[src/rtl/triad_timer_pkg.sv]
package triad_timer_pkg;

  // register kinds inside the window
  localparam int K_CLK = 0;
  localparam int K_CTL = 1;
  localparam int K_VAL = 2;
  localparam int K_IVL = 3;
  localparam int K_STS = 4;
  localparam int K_IER = 5;
  localparam int KIND_N = 6;

  // configuration word width held per register
  localparam int CFG_W = 6;

  // clock configuration bits
  localparam int CK_PRE_EN  = 0;
  localparam int CK_PSV_LSB = 1;
  localparam int CK_PSV_W   = 4;
  localparam int CK_SRC     = 5;

  // counter configuration bits
  localparam int CT_HOLD    = 0;
  localparam int CT_IVL     = 1;
  localparam int CT_RESTART = 4;
  localparam int CT_SPARE   = 5;

  // pending bits
  localparam int EV_IVL = 0;
  localparam int EV_OVF = 1;
  localparam int EV_W   = 2;

  // word index of each kind for timer 0
  function automatic logic [31:0] kind_base(input int kind);
    case (kind)
      K_CLK:   return 32'd0;
      K_CTL:   return 32'd3;
      K_VAL:   return 32'd6;
      K_IVL:   return 32'd9;
      K_STS:   return 32'd21;
      K_IER:   return 32'd24;
      default: return 32'd0;
    endcase
  endfunction

endpackage

[src/rtl/triad_timer_prescale.sv]
module triad_timer_prescale #(
  parameter int PSV_W = 4
) (
  input  logic             clk,
  input  logic             rst,
  input  logic             run,
  input  logic             clear,
  input  logic             pre_en,
  input  logic [PSV_W-1:0] psv,
  output logic             tick
);

  localparam int DIV_W = (1 << PSV_W) + 1;

  logic [DIV_W-1:0] div_q;
  logic [DIV_W-1:0] last_v;
  logic             at_last;

  assign last_v  = (DIV_W'(2) << psv) - DIV_W'(1);
  // a shrinking divisor must not strand the divider above its new limit
  assign at_last = (div_q >= last_v);
  assign tick    = run && (!pre_en || at_last);

  always_ff @(posedge clk) begin
    if (rst || clear) begin
      div_q <= '0;
    end else if (run) begin
      if (!pre_en || at_last) div_q <= '0;
      else                    div_q <= div_q + DIV_W'(1);
    end
  end

endmodule

[src/rtl/triad_timer_chan.sv]
module triad_timer_chan
  import triad_timer_pkg::*;
#(
  parameter int CNT_W = 16
) (
  input  logic                 clk,
  input  logic                 rst,
  input  logic [CFG_W-1:0]     cfg_wdata,
  input  logic [CNT_W-1:0]     ivl_wdata,
  input  logic                 we_clk,
  input  logic                 we_ctl,
  input  logic                 we_ivl,
  input  logic                 we_ier,
  input  logic                 rd_sts,
  output logic [CFG_W-1:0]     clk_cfg,
  output logic [CFG_W-1:0]     ctl_cfg,
  output logic [CNT_W-1:0]     count,
  output logic [CNT_W-1:0]     ivl,
  output logic [EV_W-1:0]      sts,
  output logic [EV_W-1:0]      ier,
  output logic                 irq,
  output logic                 tick,
  output logic [EV_W-1:0]      evt
);

  localparam logic [CNT_W-1:0] CNT_MAX = '1;

  logic                pre_en_q, src_q;
  logic [CK_PSV_W-1:0] psv_q;
  logic                hold_q, mode_q, spare_q;
  logic [CNT_W-1:0]    cnt_q, cnt_d, ivl_q;
  logic [EV_W-1:0]     sts_q, sts_d, ier_q, ier_d;
  logic                irq_q;
  logic                restart, hit_ivl, hit_ovf;

  assign restart = we_ctl && cfg_wdata[CT_RESTART];

  triad_timer_prescale #(.PSV_W(CK_PSV_W)) u_pre (
    .clk    (clk),
    .rst    (rst),
    .run    (!hold_q),
    .clear  (restart),
    .pre_en (pre_en_q),
    .psv    (psv_q),
    .tick   (tick)
  );

  always_comb begin
    hit_ivl = tick && mode_q && (cnt_q == ivl_q);
    hit_ovf = tick && !mode_q && (cnt_q == CNT_MAX);
    evt     = '0;
    if (!restart) begin
      evt[EV_IVL] = hit_ivl;
      evt[EV_OVF] = hit_ovf;
    end
    if (restart)                 cnt_d = '0;
    else if (hit_ivl || hit_ovf) cnt_d = '0;
    else if (tick)               cnt_d = cnt_q + CNT_W'(1);
    else                         cnt_d = cnt_q;
    sts_d = (rd_sts ? '0 : sts_q) | evt;
    ier_d = we_ier ? cfg_wdata[EV_W-1:0] : ier_q;
  end

  always_ff @(posedge clk) begin
    if (rst) begin
      pre_en_q <= 1'b0;
      psv_q    <= '0;
      src_q    <= 1'b0;
      hold_q   <= 1'b1;
      mode_q   <= 1'b0;
      spare_q  <= 1'b0;
      ivl_q    <= '0;
      cnt_q    <= '0;
      sts_q    <= '0;
      ier_q    <= '0;
      irq_q    <= 1'b0;
    end else begin
      if (we_clk) begin
        pre_en_q <= cfg_wdata[CK_PRE_EN];
        psv_q    <= cfg_wdata[CK_PSV_LSB +: CK_PSV_W];
        src_q    <= cfg_wdata[CK_SRC];
      end
      if (we_ctl) begin
        hold_q  <= cfg_wdata[CT_HOLD];
        mode_q  <= cfg_wdata[CT_IVL];
        spare_q <= cfg_wdata[CT_SPARE];
      end
      if (we_ivl) ivl_q <= ivl_wdata;
      cnt_q <= cnt_d;
      sts_q <= sts_d;
      ier_q <= ier_d;
      irq_q <= |(sts_d & ier_d);
    end
  end

  assign clk_cfg = {src_q, psv_q, pre_en_q};
  assign ctl_cfg = {spare_q, 1'b0, 2'b00, mode_q, hold_q};
  assign count   = cnt_q;
  assign ivl     = ivl_q;
  assign sts     = sts_q;
  assign ier     = ier_q;
  assign irq     = irq_q;

endmodule

[src/rtl/triad_timer_bus.sv]
module triad_timer_bus
  import triad_timer_pkg::*;
#(
  parameter int NUM    = 3,
  parameter int ADDR_W = 8,
  parameter int DATA_W = 32,
  parameter int CNT_W  = 16
) (
  input  logic                        clk,
  input  logic                        rst,
  input  logic                        bus_wr,
  input  logic                        bus_rd,
  input  logic [ADDR_W-1:0]           bus_addr,
  input  logic [NUM-1:0][CFG_W-1:0]   clk_cfg,
  input  logic [NUM-1:0][CFG_W-1:0]   ctl_cfg,
  input  logic [NUM-1:0][CNT_W-1:0]   count,
  input  logic [NUM-1:0][CNT_W-1:0]   ivl,
  input  logic [NUM-1:0][EV_W-1:0]    sts,
  input  logic [NUM-1:0][EV_W-1:0]    ier,
  output logic [NUM-1:0]              we_clk,
  output logic [NUM-1:0]              we_ctl,
  output logic [NUM-1:0]              we_ivl,
  output logic [NUM-1:0]              we_ier,
  output logic [NUM-1:0]              rd_sts,
  output logic [DATA_W-1:0]           bus_rdata
);

  localparam int WIDX_W = ADDR_W - 2;

  logic [WIDX_W-1:0]             widx;
  logic [KIND_N-1:0][NUM-1:0]    hit;
  logic [DATA_W-1:0]             rd_mux, rdata_q;

  assign widx = bus_addr[ADDR_W-1:2];

  for (genvar gk = 0; gk < KIND_N; gk++) begin : g_kind
    for (genvar gn = 0; gn < NUM; gn++) begin : g_tmr
      assign hit[gk][gn] = (32'(widx) == kind_base(gk) + 32'(gn));
    end
  end

  assign we_clk = {NUM{bus_wr}} & hit[K_CLK];
  assign we_ctl = {NUM{bus_wr}} & hit[K_CTL];
  assign we_ivl = {NUM{bus_wr}} & hit[K_IVL];
  assign we_ier = {NUM{bus_wr}} & hit[K_IER];
  assign rd_sts = {NUM{bus_rd}} & hit[K_STS];

  always_comb begin
    rd_mux = '0;
    for (int n = 0; n < NUM; n++) begin
      if (hit[K_CLK][n]) rd_mux = rd_mux | DATA_W'(clk_cfg[n]);
      if (hit[K_CTL][n]) rd_mux = rd_mux | DATA_W'(ctl_cfg[n]);
      if (hit[K_VAL][n]) rd_mux = rd_mux | DATA_W'(count[n]);
      if (hit[K_IVL][n]) rd_mux = rd_mux | DATA_W'(ivl[n]);
      if (hit[K_STS][n]) rd_mux = rd_mux | DATA_W'(sts[n]);
      if (hit[K_IER][n]) rd_mux = rd_mux | DATA_W'(ier[n]);
    end
  end

  always_ff @(posedge clk) begin
    if (rst)         rdata_q <= '0;
    else if (bus_rd) rdata_q <= rd_mux;
  end

  assign bus_rdata = rdata_q;

endmodule

[src/rtl/triad_timer.sv]
module triad_timer
  import triad_timer_pkg::*;
#(
  parameter int NUM    = 3,
  parameter int ADDR_W = 8,
  parameter int DATA_W = 32,
  parameter int CNT_W  = 16
) (
  input  logic              clk,
  input  logic              rst,
  input  logic              bus_wr,
  input  logic              bus_rd,
  input  logic [ADDR_W-1:0] bus_addr,
  input  logic [DATA_W-1:0] bus_wdata,
  output logic [DATA_W-1:0] bus_rdata,
  output logic [NUM-1:0]    irq
);

  logic [NUM-1:0][CFG_W-1:0] clk_cfg_all, ctl_cfg_all;
  logic [NUM-1:0][CNT_W-1:0] cnt_all, ivl_all;
  logic [NUM-1:0][EV_W-1:0]  sts_all, ier_all, evt_all;
  logic [NUM-1:0]            we_clk, we_ctl, we_ivl, we_ier, rd_sts, tick_all;
  logic                      unused_bus;

  assign unused_bus = ^{bus_addr[1:0], bus_wdata};

  triad_timer_bus #(
    .NUM(NUM), .ADDR_W(ADDR_W), .DATA_W(DATA_W), .CNT_W(CNT_W)
  ) u_bus (
    .clk       (clk),
    .rst       (rst),
    .bus_wr    (bus_wr),
    .bus_rd    (bus_rd),
    .bus_addr  (bus_addr),
    .clk_cfg   (clk_cfg_all),
    .ctl_cfg   (ctl_cfg_all),
    .count     (cnt_all),
    .ivl       (ivl_all),
    .sts       (sts_all),
    .ier       (ier_all),
    .we_clk    (we_clk),
    .we_ctl    (we_ctl),
    .we_ivl    (we_ivl),
    .we_ier    (we_ier),
    .rd_sts    (rd_sts),
    .bus_rdata (bus_rdata)
  );

  for (genvar gi = 0; gi < NUM; gi++) begin : g_chan
    triad_timer_chan #(.CNT_W(CNT_W)) u_chan (
      .clk       (clk),
      .rst       (rst),
      .cfg_wdata (bus_wdata[CFG_W-1:0]),
      .ivl_wdata (bus_wdata[CNT_W-1:0]),
      .we_clk    (we_clk[gi]),
      .we_ctl    (we_ctl[gi]),
      .we_ivl    (we_ivl[gi]),
      .we_ier    (we_ier[gi]),
      .rd_sts    (rd_sts[gi]),
      .clk_cfg   (clk_cfg_all[gi]),
      .ctl_cfg   (ctl_cfg_all[gi]),
      .count     (cnt_all[gi]),
      .ivl       (ivl_all[gi]),
      .sts       (sts_all[gi]),
      .ier       (ier_all[gi]),
      .irq       (irq[gi]),
      .tick      (tick_all[gi]),
      .evt       (evt_all[gi])
    );
  end

endmodule

[config.mk]
export PLATFORM = sky130hd
export DESIGN_NAME = triad_timer
export DESIGN_NICKNAME = d
export VERILOG_FILES = /design/src/rtl/triad_timer_pkg.sv /design/src/rtl/triad_timer_prescale.sv /design/src/rtl/triad_timer_chan.sv /design/src/rtl/triad_timer_bus.sv /design/src/rtl/triad_timer.sv
export SDC_FILE = /design/constraint.sdc
export NUM_CORES = 1
export LEC_CHECK = 0
export ABC_AREA = 1
export BUFFER_PORTS_ARGS = -buffer_cell sky130_fd_sc_hd__buf_2
export CAP_MARGIN = 10
export CORE_MARGIN = 3
export CORE_UTILIZATION = 35
export CTS_CLUSTER_SIZE = 40
export DETAILED_ROUTE_END_ITERATION = 7
export GPL_TIMING_DRIVEN = 0
export PLACE_DENSITY_LB_ADDON = 0.2
export SYNTH_ARGS = -nofsm -noshare
export SYNTH_HDL_FRONTEND = slang
export SYNTH_HIERARCHICAL = 1
export SYNTH_SLANG_ARGS = --single-unit
[constraint.sdc]
create_clock -name clk -period 3.1 [get_ports clk]
set_clock_uncertainty 0.1 [all_clocks]
set_input_delay 0.31 -clock clk [delete_from_list [all_inputs] [get_ports clk]]
set_output_delay 0.31 -clock clk [all_outputs]
set_load 0.1 [all_outputs]
==> qor.csv <==
stage,metric,value,unit
outcome,status,"complete, but fails checks",
outcome,violations,setup timing,
place,place_congestion,0.903,
cells_and_area,regArea,4140,sq um
global_route,grtUsageTotal,0.199,
clock_tree,path_clk_slew,60,ps
clock_tree,cts_tree,yes,
worst_setup_path,critical_path_class,reg2reg,
worst_setup_path,cp-endpoint,g_chan[0].u_chan/count[8],
floorplanning,die_h,199,um
sta,fin_ws,-162,ps
power,pwr_density_cell,407,nW/um^2
clock_tree,h-tree-depth,1,
yosys,synth.avg_cell_area,6.71,sq um
cells_and_area,utilization,0.441,
global_route,antenna_found_initial,3,
drt,wl,39700,um
global_route,grt_pass1_vias,11589,
cells_and_area,multiInputGateArea,7900,sq um
power,vdd_drop_max,549,uV
drt,wl_per_cell,15.4,um
worst_setup_path,critical_path.startpoint_type,flop,
yosys,syn-instance-count,1933,
worst_setup_path,worstPathMaxFanout,6,
worst_setup_path,required,3420,ps
sta,maxSlewViolCount,0,
cells_and_area,layout-drive-gt1-share,0.214,
global_route,grt_max_degree,17,
worst_setup_path,rr_worst_depth,26,
clock_tree,clk_path_buf_depth,3,
flow_run,max-cap-violations,0,
global_route,grt_overflow,0,
yosys,syn_area,13000,sq um
global_route,grt_pass1_wl,62400,um
floorplanning,top_level_ports,79,
worst_setup_path,startpoint,g_chan[0].u_chan/psv_q[2],
place,io_buffers,44,
sta,worst_pin_slew,855,ps
floorplanning,core,36100,sq um
cells_and_area,fin_nets,2199,
power,p_leak,7.07,nW
sta,fin_crit_sh,1.05,
min_path,hp-start,bus_wdata[14],
sta,fmax,307,MHz
floorplanning,rows,69,
cells_and_area,fillers,3714,
sta,hold_viol,0,
drt,postRouteAntennaNets,0,
power,p_total,0.00647,W
min_path,hold_path.class,in2reg,
floorplanning,die_w,199,um
worst_setup_path,cp-end-kind,flop,
sta,relSlewSlack,0.426,
clock_tree,insertion_delay,550,ps
drt,num_vias,12392,
cells_and_area,n_antenna_cell,0,
clock_tree,numCtsBuffers,26,
cells_and_area,area_growth,22.7,%
drt,drt-vias-per-instance,4.81,
sta,rsz0062_at_grt,true,
worst_setup_path,regToRegEndpoint,g_chan[0].u_chan/count[8],
drt,drtIter0Drc,754,
worst_setup_path,crit_arrival,3590,ps
drt,dr.pass1.iters,5,
place,placed_area,13900,sq um
floorplanning,dieArea,39400,sq um
cells_and_area,design_area,15900,sq um
yosys,yosysWarnings,6,
worst_setup_path,r2r-start,g_chan[0].u_chan/psv_q[2],
worst_setup_path,rrSetupSlack,-160,ps
sta,period_minus_slack,3260,ps
place,hpwl,30200,um
floorplanning,start_util,0.360,
sta,setup_viol,52,
clock_tree,clock_sink_count,205,
clock_tree,clock-root-buffer,clkbuf_16,
drt,drc,0,
## metal layers
metal / part of all wire / up-vias / wire [um] / GRT usage
met5: 0.00086 / - / 34 / 0
met4: 0.029 / 6 / 1160 / 0.0554
met3: 0.049 / 70 / 1960 / 0.0273
met2: 0.44 / 267 / 17600 / 0.321
met1: 0.48 / 5697 / 19000 / 0.281
li1: - / 6352 / - / -
## cell type report
class                           count  share of cell area
Buffer                             79              0.0355
Clock buffer                       36              0.0477
Clock inverter                     11              0.0105
Inverter                          244              0.0583
Multi-Input combinational cell   1425               0.496
Sequential cell                   205               0.260
Tap cell                          461              0.0362
Timing Repair Buffer              117              0.0556
## where the power goes
part	switching (W)	internal (W)	total (W)
registers	0.0000139	0.00265	0.00266
clock network	0.00120	0.00204	0.00324
logic	0.000419	0.000150	0.000569
total	0.00164	0.00484	0.00647
## repair_timing
action	4_1_cts	5_1_grt
cloned	3	0
hold buffers	2	0
setup buffers	56	16
pin swaps	63	33
gates resized for setup	96	67
hold endpoints to repair	6	0
setup endpoints to repair	77	57
## state kept, by name (all words and copies together), names as in the netlist
| signal | cells |
|---|---|
| g_chan.u_chan/pre_en_q | 3 |
| g_chan.u_chan/count | 48 |
| g_chan.u_chan/u_pre/div_q | 51 |
| g_chan.u_chan/spare_q | 3 |
| g_chan.u_chan/ivl | 48 |
| g_chan.u_chan/psv_q | 12 |
| g_chan.u_chan/sts | 6 |
| g_chan.u_chan/hold_q | 3 |
| g_chan.u_chan/src_q | 3 |
| g_chan.u_chan/ier | 6 |
| g_chan.u_chan/irq | 3 |
| g_chan.u_chan/mode_q | 3 |
| u_bus/bus_rdata | 16 |
## through the flow
| step | hold slack (ps) | worst slack [ps] | instances | TNS, ps |
|---|---|---|---|---|
| detailed placement | 381 | -699 | 2459 | -32670 |
| CTS | 18.9 | -170 | 2566 | -4750 |
| global route | 52.2 | -390 | 2578 | -17450 |
| floorplan | 279 | -5.94 | 1954 | -5.94 |
| global placement | 374 | -674 | 2459 | -32150 |
| finish | 50.5 | -162 | 2578 | -4490 |
## worst max-delay path: stages, from the launching register on
cell	delay, ps
dfxtp_4	350
nor2_4	130
inv_2	70
nor2_4	90
inv_2	50
ha_4	170
nand2_2	60
a21oi_2	40
xor2_1	150
ha_1	280
nand2_2	70
a21oi_1	120
nor2_1	60
nand2_1	70
nand2_1	60
nand4_1	100
nand2_2	80
inv_2	70
buf_8	140
inv_8	40
nor3_4	150
nand4_1	120
buf_6	160
nand4_4	130
buf_6	140
buf_8	110
nor2_2	30
## how the worst min path moves through the flow
stage                               endpoint  slack, ps  cells after the start
finish              g_chan[2].u_chan/ivl[14]         50                      3
global route          g_chan[2].u_chan/src_q         50                      3
CTS                 g_chan[1].u_chan/ivl[11]         20                      3
detailed placement   g_chan[2].u_chan/ivl[7]        380                      2
global placement    g_chan[1].u_chan/ivl[10]        370                      2
floorplan            g_chan[0].u_chan/sts[0]        280                      1
## placed cells by master (no fill, tap or decap), types with 5 or more instances in the layout
cell       count
a21oi_1      104
a21oi_2        8
buf_12         5
buf_2         46
buf_4         98
buf_6         19
clkbuf_1      21
clkbuf_16     27
clkbuf_8       5
conb_1        28
dfxtp_1      193
dfxtp_4        9
ha_1          54
inv_1        210
inv_2         28
nand2_1      454
nand2_2       38
nand2_4        7
nand3_1       70
nand3_2       15
nand4_1       26
nor2_1       243
nor2_2        55
nor2_4        33
nor3_1        24
nor3_4         5
o21ai_0      114
xnor2_1       27
xor2_1        66
(Power assumes the default switching activity.)
